File: config.mk
export PLATFORM = sky130hd
export DESIGN_NAME = muldiv_seq
export DESIGN_NICKNAME = d
export VERILOG_FILES = /design/src/rtl/muldiv_pkg.sv /design/src/rtl/md_seq_ctrl.sv /design/src/rtl/md_mul_core.sv /design/src/rtl/md_div_core.sv /design/src/rtl/muldiv_seq.sv
export SDC_FILE = /design/constraint.sdc
export NUM_CORES = 1
export LEC_CHECK = 0
export ABC_AREA = 0
export BUFFER_PORTS_ARGS = -buffer_cell sky130_fd_sc_hd__buf_2
export CORE_ASPECT_RATIO = 1.5
export CORE_MARGIN = 4
export CORE_UTILIZATION = 61
export CTS_CLUSTER_SIZE = 30
export DETAILED_ROUTE_END_ITERATION = 16
export PLACE_DENSITY = 0.76
export SYNTH_ARGS = -nofsm -noshare
export SYNTH_HDL_FRONTEND = slang
export SYNTH_SLANG_ARGS = --single-unit
File: constraint.sdc
create_clock -name clk -period 6.29 [get_ports clk]
set_input_delay 0.629 -clock clk [delete_from_list [all_inputs] [get_ports clk]]
set_output_delay 0.629 -clock clk [all_outputs]
set_load 0.1 [all_outputs]
File: src/rtl/muldiv_pkg.sv
// Package: shared operation encoding for the byte multiply/divide unit.
// Assumes one select bit; the value 1 means divide.
package muldiv_pkg;
    typedef enum logic {
        OP_MUL = 1'b0,
        OP_DIV = 1'b1
    } md_op_e;
endpackage

File: src/rtl/md_seq_ctrl.sv
// Sequencer: accepts a start while idle and counts clocks within each
// machine cycle and machine cycles within the operation. It issues one
// step strobe at the first clock of every machine cycle and a finish
// strobe on the last clock of the last machine cycle.
// Assumes CLKS_PER_MC >= 1 and machine-cycle counts >= 1.
module md_seq_ctrl
    import muldiv_pkg::*;
#(
    parameter int CLKS_PER_MC = 2,
    parameter int MUL_MC      = 4,
    parameter int DIV_MC      = 8
) (
    input  logic   clk,
    input  logic   rst_n,
    input  logic   start_i,
    input  md_op_e op_i,
    output logic   accept_o,
    output logic   busy_o,
    output logic   step_o,
    output logic   finish_o,
    output md_op_e op_o
);
    localparam int MAX_MC = (MUL_MC > DIV_MC) ? MUL_MC : DIV_MC;
    localparam int SUB_W  = (CLKS_PER_MC > 1) ? $clog2(CLKS_PER_MC) : 1;
    localparam int MC_W   = (MAX_MC > 1) ? $clog2(MAX_MC) : 1;

    logic             busy_r;
    logic [SUB_W-1:0] sub_r;
    logic [MC_W-1:0]  mc_r;
    md_op_e           op_r;
    logic [MC_W-1:0]  mc_last;
    logic             sub_last;

    // Decode the end of the current machine cycle and of the operation.
    always_comb begin
        mc_last  = (op_r == OP_DIV) ? MC_W'(DIV_MC - 1) : MC_W'(MUL_MC - 1);
        sub_last = (sub_r == SUB_W'(CLKS_PER_MC - 1));
        accept_o = start_i && !busy_r;
        step_o   = busy_r && (sub_r == '0);
        finish_o = busy_r && sub_last && (mc_r == mc_last);
    end

    // Advance the clock and machine-cycle counters while busy.
    always_ff @(posedge clk) begin
        if (!rst_n) begin
            busy_r <= 1'b0;
            sub_r  <= '0;
            mc_r   <= '0;
            op_r   <= OP_MUL;
        end else if (accept_o) begin
            busy_r <= 1'b1;
            sub_r  <= '0;
            mc_r   <= '0;
            op_r   <= op_i;
        end else if (busy_r) begin
            if (sub_last) begin
                sub_r <= '0;
                if (mc_r == mc_last) busy_r <= 1'b0;
                else                 mc_r   <= mc_r + 1'b1;
            end else begin
                sub_r <= sub_r + 1'b1;
            end
        end
    end

    assign busy_o = busy_r;
    assign op_o   = op_r;

    // a start seen mid-operation neither ends nor changes it.
    a_r5_op_held: assert property (@(posedge clk) disable iff (!rst_n)
        (busy_r && !finish_o) |=> (busy_r && $stable(op_r)));
endmodule

File: src/rtl/md_mul_core.sv
// Multiply datapath: shift-add, retiring W/STEPS multiplier bits per step.
// Exposes the product as it will be after the current strobe, so the
// final step and the capture may share a clock.
// Assumes STEPS divides W.
module md_mul_core #(
    parameter int W     = 8,
    parameter int STEPS = 4
) (
    input  logic         clk,
    input  logic         rst_n,
    input  logic         load_i,
    input  logic [W-1:0] mcand_i,
    input  logic [W-1:0] mplier_i,
    input  logic         step_i,
    output logic [2*W-1:0] prod_nxt_o
);
    localparam int K = W / STEPS;

    logic [2*W-1:0] acc_r, mcand_r, addend, acc_step;
    logic [W-1:0]   mplier_r;

    // Form the partial sum for the K low multiplier bits.
    always_comb begin
        addend = '0;
        for (int j = 0; j < K; j++)
            if (mplier_r[j]) addend = addend + (mcand_r << j);
        acc_step   = acc_r + addend;
        prod_nxt_o = step_i ? acc_step : acc_r;
    end

    // Load operands on accept; shift and accumulate on each step.
    always_ff @(posedge clk) begin
        if (!rst_n) begin
            acc_r    <= '0;
            mcand_r  <= '0;
            mplier_r <= '0;
        end else if (load_i) begin
            acc_r    <= '0;
            mcand_r  <= {{W{1'b0}}, mcand_i};
            mplier_r <= mplier_i;
        end else if (step_i) begin
            acc_r    <= acc_step;
            mcand_r  <= mcand_r << K;
            mplier_r <= mplier_r >> K;
        end
    end
endmodule

File: src/rtl/md_div_core.sv
// Divide datapath: restoring shift-subtract, one quotient bit per step.
// The dividend shifts out of the quotient register as quotient bits
// shift in. Exposes the post-strobe quotient and remainder.
// Assumes exactly W steps follow each load.
module md_div_core #(
    parameter int W = 8
) (
    input  logic         clk,
    input  logic         rst_n,
    input  logic         load_i,
    input  logic [W-1:0] dvd_i,
    input  logic [W-1:0] dvs_i,
    input  logic         step_i,
    output logic [W-1:0] quo_nxt_o,
    output logic [W-1:0] rem_nxt_o
);
    logic [W-1:0] quo_r, rem_r, dvs_r, quo_step, rem_step;
    logic [W:0]   trial, diff;
    logic         fits;

    // Trial subtract of the divisor from the shifted partial remainder.
    always_comb begin
        trial    = {rem_r, quo_r[W-1]};
        diff     = trial - {1'b0, dvs_r};
        fits     = (trial >= {1'b0, dvs_r});
        rem_step = fits ? diff[W-1:0] : trial[W-1:0];
        quo_step = {quo_r[W-2:0], fits};
        quo_nxt_o = step_i ? quo_step : quo_r;
        rem_nxt_o = step_i ? rem_step : rem_r;
    end

    // Load on accept; take one restoring step per strobe.
    always_ff @(posedge clk) begin
        if (!rst_n) begin
            quo_r <= '0;
            rem_r <= '0;
            dvs_r <= '0;
        end else if (load_i) begin
            quo_r <= dvd_i;
            rem_r <= '0;
            dvs_r <= dvs_i;
        end else if (step_i) begin
            quo_r <= quo_step;
            rem_r <= rem_step;
        end
    end

    // after any step with a nonzero divisor the remainder stays below it.
    a_r8_rem_below_divisor: assert property (@(posedge clk) disable iff (!rst_n)
        (step_i && !load_i && dvs_r != '0) |=> (rem_r < dvs_r));
endmodule

File: src/rtl/muldiv_seq.sv
// Top: sequential unsigned byte multiply/divide with a start/busy/done
// handshake. Operands are captured on an accepted start. Results and
// flags are registered on the finishing clock and held until the next one.
// Assumes the caller keeps its own copies of A and B.
module muldiv_seq
    import muldiv_pkg::*;
#(
    parameter int W           = 8,
    parameter int CLKS_PER_MC = 2,
    parameter int MUL_MC      = 4,
    parameter int DIV_MC      = 8
) (
    input  logic         clk,
    input  logic         rst_n,
    input  logic         start_i,
    input  logic         op_div_i,
    input  logic [W-1:0] a_i,
    input  logic [W-1:0] b_i,
    output logic         busy_o,
    output logic         done_o,
    output logic [W-1:0] a_o,
    output logic [W-1:0] b_o,
    output logic         cy_o,
    output logic         ov_o
);
    logic           accept, step, finish;
    md_op_e         op_cur;
    logic [W-1:0]   a_r, b_r, quo_nxt, rem_nxt;
    logic [2*W-1:0] prod_nxt;
    logic           step_mul, step_div;

    md_seq_ctrl #(.CLKS_PER_MC(CLKS_PER_MC), .MUL_MC(MUL_MC), .DIV_MC(DIV_MC)) u_ctrl (
        .clk(clk), .rst_n(rst_n), .start_i(start_i), .op_i(md_op_e'(op_div_i)),
        .accept_o(accept), .busy_o(busy_o), .step_o(step), .finish_o(finish),
        .op_o(op_cur)
    );

    // Route the step strobe to the datapath of the running operation.
    always_comb begin
        step_mul = step && (op_cur == OP_MUL);
        step_div = step && (op_cur == OP_DIV);
    end

    md_mul_core #(.W(W), .STEPS(MUL_MC)) u_mul (
        .clk(clk), .rst_n(rst_n), .load_i(accept), .mcand_i(a_i), .mplier_i(b_i),
        .step_i(step_mul), .prod_nxt_o(prod_nxt)
    );

    md_div_core #(.W(W)) u_div (
        .clk(clk), .rst_n(rst_n), .load_i(accept), .dvd_i(a_i), .dvs_i(b_i),
        .step_i(step_div), .quo_nxt_o(quo_nxt), .rem_nxt_o(rem_nxt)
    );

    // Keep the accepted operands for the divide-by-zero hold.
    always_ff @(posedge clk) begin
        if (!rst_n) begin
            a_r <= '0;
            b_r <= '0;
        end else if (accept) begin
            a_r <= a_i;
            b_r <= b_i;
        end
    end

    // Register results, flags and the done pulse on the finishing clock.
    always_ff @(posedge clk) begin
        if (!rst_n) begin
            a_o    <= '0;
            b_o    <= '0;
            cy_o   <= 1'b0;
            ov_o   <= 1'b0;
            done_o <= 1'b0;
        end else begin
            done_o <= finish;
            if (finish) begin
                cy_o <= 1'b0;
                if (op_cur == OP_MUL) begin
                    a_o  <= prod_nxt[W-1:0];
                    b_o  <= prod_nxt[2*W-1:W];
                    ov_o <= |prod_nxt[2*W-1:W];
                end else if (b_r == '0) begin
                    a_o  <= a_r;
                    b_o  <= b_r;
                    ov_o <= 1'b1;
                end else begin
                    a_o  <= quo_nxt;
                    b_o  <= rem_nxt;
                    ov_o <= 1'b0;
                end
            end
        end
    end

    // done lasts one clock and never coincides with busy.
    a_r4_done_single: assert property (@(posedge clk) disable iff (!rst_n)
        done_o |=> !done_o);
    a_r4_idle_at_done: assert property (@(posedge clk) disable iff (!rst_n)
        done_o |-> !busy_o);
    // results move only with a completion.
    a_r10_hold: assert property (@(posedge clk) disable iff (!rst_n)
        !done_o |-> $stable({a_o, b_o, cy_o, ov_o}));
    // carry is cleared by every operation.
    a_r7_carry_clear: assert property (@(posedge clk) disable iff (!rst_n)
        done_o |-> !cy_o);
    // multiply overflow follows a nonzero high byte.
    a_r7_mul_ov: assert property (@(posedge clk) disable iff (!rst_n)
        (done_o && op_cur == OP_MUL) |-> (ov_o == (b_o != '0)));
    // a divide reporting overflow hands back the zero divisor.
    a_r9_dz_divisor: assert property (@(posedge clk) disable iff (!rst_n)
        (done_o && op_cur == OP_DIV && ov_o) |-> (b_o == '0));
endmodule

==> results by stage <==
Synth:
- The number of standard cells after synthesis is between 700 and 800.
- The synthesized area per cell is between 7 and 8 sq um.
- The total nets after synthesis is roughly 800.
- The number of different library cells used by synthesis comes to 60.
- The number of warning messages in the yosys log is 0.
- In the synthesized netlist the async set-or-reset flop fraction comes to 0%.
- After synthesis, flip-flops and latches occupy about 33% of the total area.
- The mapped netlist covers approximately 5900 sq um.
- The synthesized design contains 96 register bits.
- The dominant synthesized flop cell is dfxtp_1.
- The number of synthesized flops with an enable pin is 0.

Worst setup path:
- The gate family responsible for the most delay along the worst path is compound AO/OA/AOI/OAI gates.
- The worst register-to-register path begins at u_mul.mcand_r[1].
- The number of buffers and inverters on the critical path is 1.
- STA puts the critical path data arrival time at between 4 and 5 ns.
- Along the worst path, the maximum fanout reaches 5.
- The critical path starts at u_mul.mcand_r[1].
- The worst setup path is captured at a flip-flop.
- The critical path's largest stage delay is between 0.4 and 0.5 ns.
- The largest individual stage delay along the critical path comes from the cell fa_1.
- The category of the critical setup timing path is reg2reg.
- The launching element type of the critical path is a flip-flop.
- The critical path goes through and2_1, ha_1, inv_1, fa_1, nand2b_1, a21oi_2, o211ai_2, nand3_1, o211ai_1, nand3_1, xor2_1, mux2_2, ha_1, nor4_1, o211ai_1, a31oi_1, o21ai_1, o21ai_0, xor2_1, xnor2_1, or3_1, a21oi_1.
- Data on the critical path is required at its endpoint by ~6.6 ns.

Cells and area:
- In the layout the commonest cells are nand2_1, dfxtp_1, nor2_1.
- At the end of the flow, the number of nets in the layout was ~810.
- The most common library cell in the layout ignoring fill and taps is nand2_1.
- The final standard cell count with taps included and fillers excluded is a little under 900.
- The final cell utilization of the core is between 60% and 70%.
- The number of antenna cells inserted is 0.
- The total of fill cells in the finished design is 767.
- The area overhead of the layout relative to synthesis is 8.45%.
- The proportion of layout cells with a drive suffix above 1 is around 11%.

STA:
- Adding up every negative setup slack in the final design gives 0 ns.
- The worst slew slack as a fraction of its limit is a little over a fifth.
- Based on the critical path, the design can be clocked at up to around 220 MHz.
- The final count of negative-setup-slack endpoints is 0.
- Of the available clock period, the critical path in the final layout requires between 70% and 80%.
- Setup repair after global routing left no endpoint under its margin.
- The final period demand of the worst path is about 4.5 ns.
- At the pin with the least slew margin, the transition time is ~1.2 ns.
- The number of hold violations in the final report was 0.
- The count of final max-slew check failures is 0.
- The post-route clock skew is 0.00514 ns.

Floorplanning:
- For this configuration, the core starts out at a cell density of a little over three fifths.
- The core region is between 9000 and 10,000 sq um.
- The die covers roughly 11,000 sq um.
- The width of the die is approximately 90 microns.
- The die is around 130 microns tall.
- The total I/O pin count is 40.
- After floorplanning, the core was divided into 43 placement rows.

Power:
- The total power density per cell area is 214 nW/um^2.
- The static leakage is between 2 and 3 nW.
- Total power for the finished layout comes to around 1.4 mW.
- VDD sags by at most roughly 0.00022 V.

Detailed routing:
- The count of nets left with antenna violations once routing finished came out at 0.
- The iteration-0 DRC count of the detailed router is between 300 and 400.
- Using the TritonRoute via totals, the vias-per-cell ratio works out to about 6.1.
- The post-detailed-routing wire length is 14.2 mm.
- The number of detailed-route iterations in the first pass is 5.
- The residual DRC count is 0.
- The average wire per cell in the routed design is between 15 and 20 microns.
- The via count is 5,290.

Clocking:
- Clock-pin slew was measured on the worst setup and hold paths at about 0.070 ns.
- The total CTS buffers is 9.
- Post-CTS timing repair inserted 0 buffers for setup.
- For this design, the CTS-stage hold fixing added 0 buffers.
- The clock reaches the later pin of the worst-skew pair after 0.34 ns.
- The clock passes through at most 2 buffers.
- The number of levels the H-tree was split into is 3.
- The total of cells resized after clock tree synthesis is 0.
- The root buffer cell is clkbuf_16.
- Clock tree synthesis found a total of between 90 and 100 sinks.
- The CTS tree is done.

Outcome:
- The flow ran to the end, and the final reports show no timing, DRC or antenna violations.

Hold path:
- The worst hold path belongs to the class reg2reg.
- The startpoint identified for the worst hold timing path is u_mul.mplier_r[6].

Placed design:
- In this run, placement finished with an instance count of between 800 and 900.
- The number of port buffers is 38.
- The congestion estimate from routability-driven global placement came to about 0.95.
- The HPWL after detailed placement is roughly 10 mm.

Global routing:
- The via count of the first global-routing pass was 5,243.
- The largest net degree at the start of global routing is 36.
- The first global-routing pass estimated roughly 24 mm of wire.
- The number of antenna violations at the first check in global routing is 0.
- After global routing the overflow that remains totals 0.
- The global-route total usage across every layer is 26.4%.

Flow run:
- The number of max-cap violations is 0.
-- final timing paths --
check,to,slack (ns),depth (start not counted)
worst max-delay path,u_mul.acc_r[15],1.77,22
worst min-delay path,u_mul.mplier_r[6],0.46,2
worst max register to register,u_mul.acc_r[15],1.77,22
worst min register to register,u_mul.mplier_r[6],0.46,2
-- logic make-up after synthesis --
| family | synth area share (%) |
|---|---|
| AO/OA/AOI/OAI | 24.2 |
| XOR/XNOR | 5.08 |
| adder cells (fa/ha/maj) | 8.49 |
| buffers and inverters | 4.50 |
| flip-flops | 32.8 |
| multiplexers | 5.65 |
| other | 0.0639 |
| AND/OR/NAND/NOR | 19.2 |
-- area by class of cell --
type,instances,area (sq um),area share [%]
multi-input combinational,575,3680,57.9
tap,112,140,2.20
clock buffer,11,243,3.82
sequential,96,1920,30.2
inverter,23,86.3,1.36
clock inverter,5,40.0,0.629
timing repair buffer,46,250,3.93
-- synthesized netlist by cell type, types with 9 or more instances --
| cell type | count | share of area (%) |
|---|---|---|
| a21boi_0 | 15 | 1.9 |
| a31oi_1 | 17 | 1.8 |
| a211oi_1 | 9 | 1.2 |
| o211ai_1 | 20 | 2.6 |
| nor2_1 | 61 | 3.9 |
| clkbuf_1 | 41 | 2.6 |
| o21ai_0 | 37 | 3.2 |
| xor2_1 | 14 | 2.1 |
| mux2i_1 | 23 | 3.9 |
| nor2b_1 | 13 | 1.4 |
| a21o_1 | 13 | 1.7 |
| inv_1 | 23 | 1.5 |
| mux2_2 | 9 | 1.7 |
| and2_1 | 11 | 1.2 |
| nand2_1 | 128 | 8.2 |
| a21oi_1 | 54 | 4.6 |
| nand3_1 | 14 | 1.2 |
| dfxtp_1 | 96 | 33 |
| xnor2_1 | 20 | 3.0 |
| ha_1 | 35 | 7.5 |
-- state kept, by name, indices dropped and copies added (netlist names) --
signal	cells
a_o	8
a_r	8
b_o	8
done_o	1
ov_o	1
u_ctrl.busy_o	1
u_ctrl.mc_r	3
u_ctrl.op_o	1
u_ctrl.sub_last	1
u_div.dvs_r	8
u_div.quo_r	8
u_div.rem_r	8
u_mul.acc_r	16
u_mul.mcand_r	16
u_mul.mplier_r	8
-- worst register-to-register path: stages, from the launching register on --
cell	delay, ns
dfxtp_1	0.40
and2_1	0.16
ha_1	0.18
inv_1	0.06
fa_1	0.43
nand2b_1	0.19
a21oi_2	0.24
o211ai_2	0.13
nand3_1	0.18
o211ai_1	0.12
nand3_1	0.10
xor2_1	0.06
mux2_2	0.28
ha_1	0.24
nor4_1	0.20
o211ai_1	0.17
a31oi_1	0.30
o21ai_1	0.11
o21ai_0	0.11
xor2_1	0.22
xnor2_1	0.10
or3_1	0.30
a21oi_1	0.14
-- through the flow --
| stage | worst slack, ns | cell area [sq um] | hold WS [ns] |
|---|---|---|---|
| 2_1_floorplan | 1.42 | 5870 | 0.436 |
| 3_3_place_gp | 1.98 | 6080 | 0.443 |
| 3_5_place_dp | 1.81 | 6080 | 0.452 |
| 4_1_cts | 1.79 | 6360 | 0.461 |
| 5_1_grt | 1.42 | 6360 | 0.470 |
| 6_report | 1.77 | 6360 | 0.459 |
-- routing by layer --
metal | up-vias | GRT usage (%) | share of wire (%)
met5 | - | 0 | 0
met1 | 2492 | 31.9 | 42
met4 | 0 | 10.9 | 3.4
met2 | 156 | 45.6 | 51
li1 | 2604 | - | -
met3 | 38 | 4.44 | 4.4
-- report_power, final --
part / internal, mW / switching (mW) / leakage (nW)
logic: 0.0675 / 0.118 / 1.82
clock network: 0.281 / 0.241 / 0.128
registers: 0.627 / 0.0247 / 0.781
No activity file was read; power rests on OpenSTA's default activity.
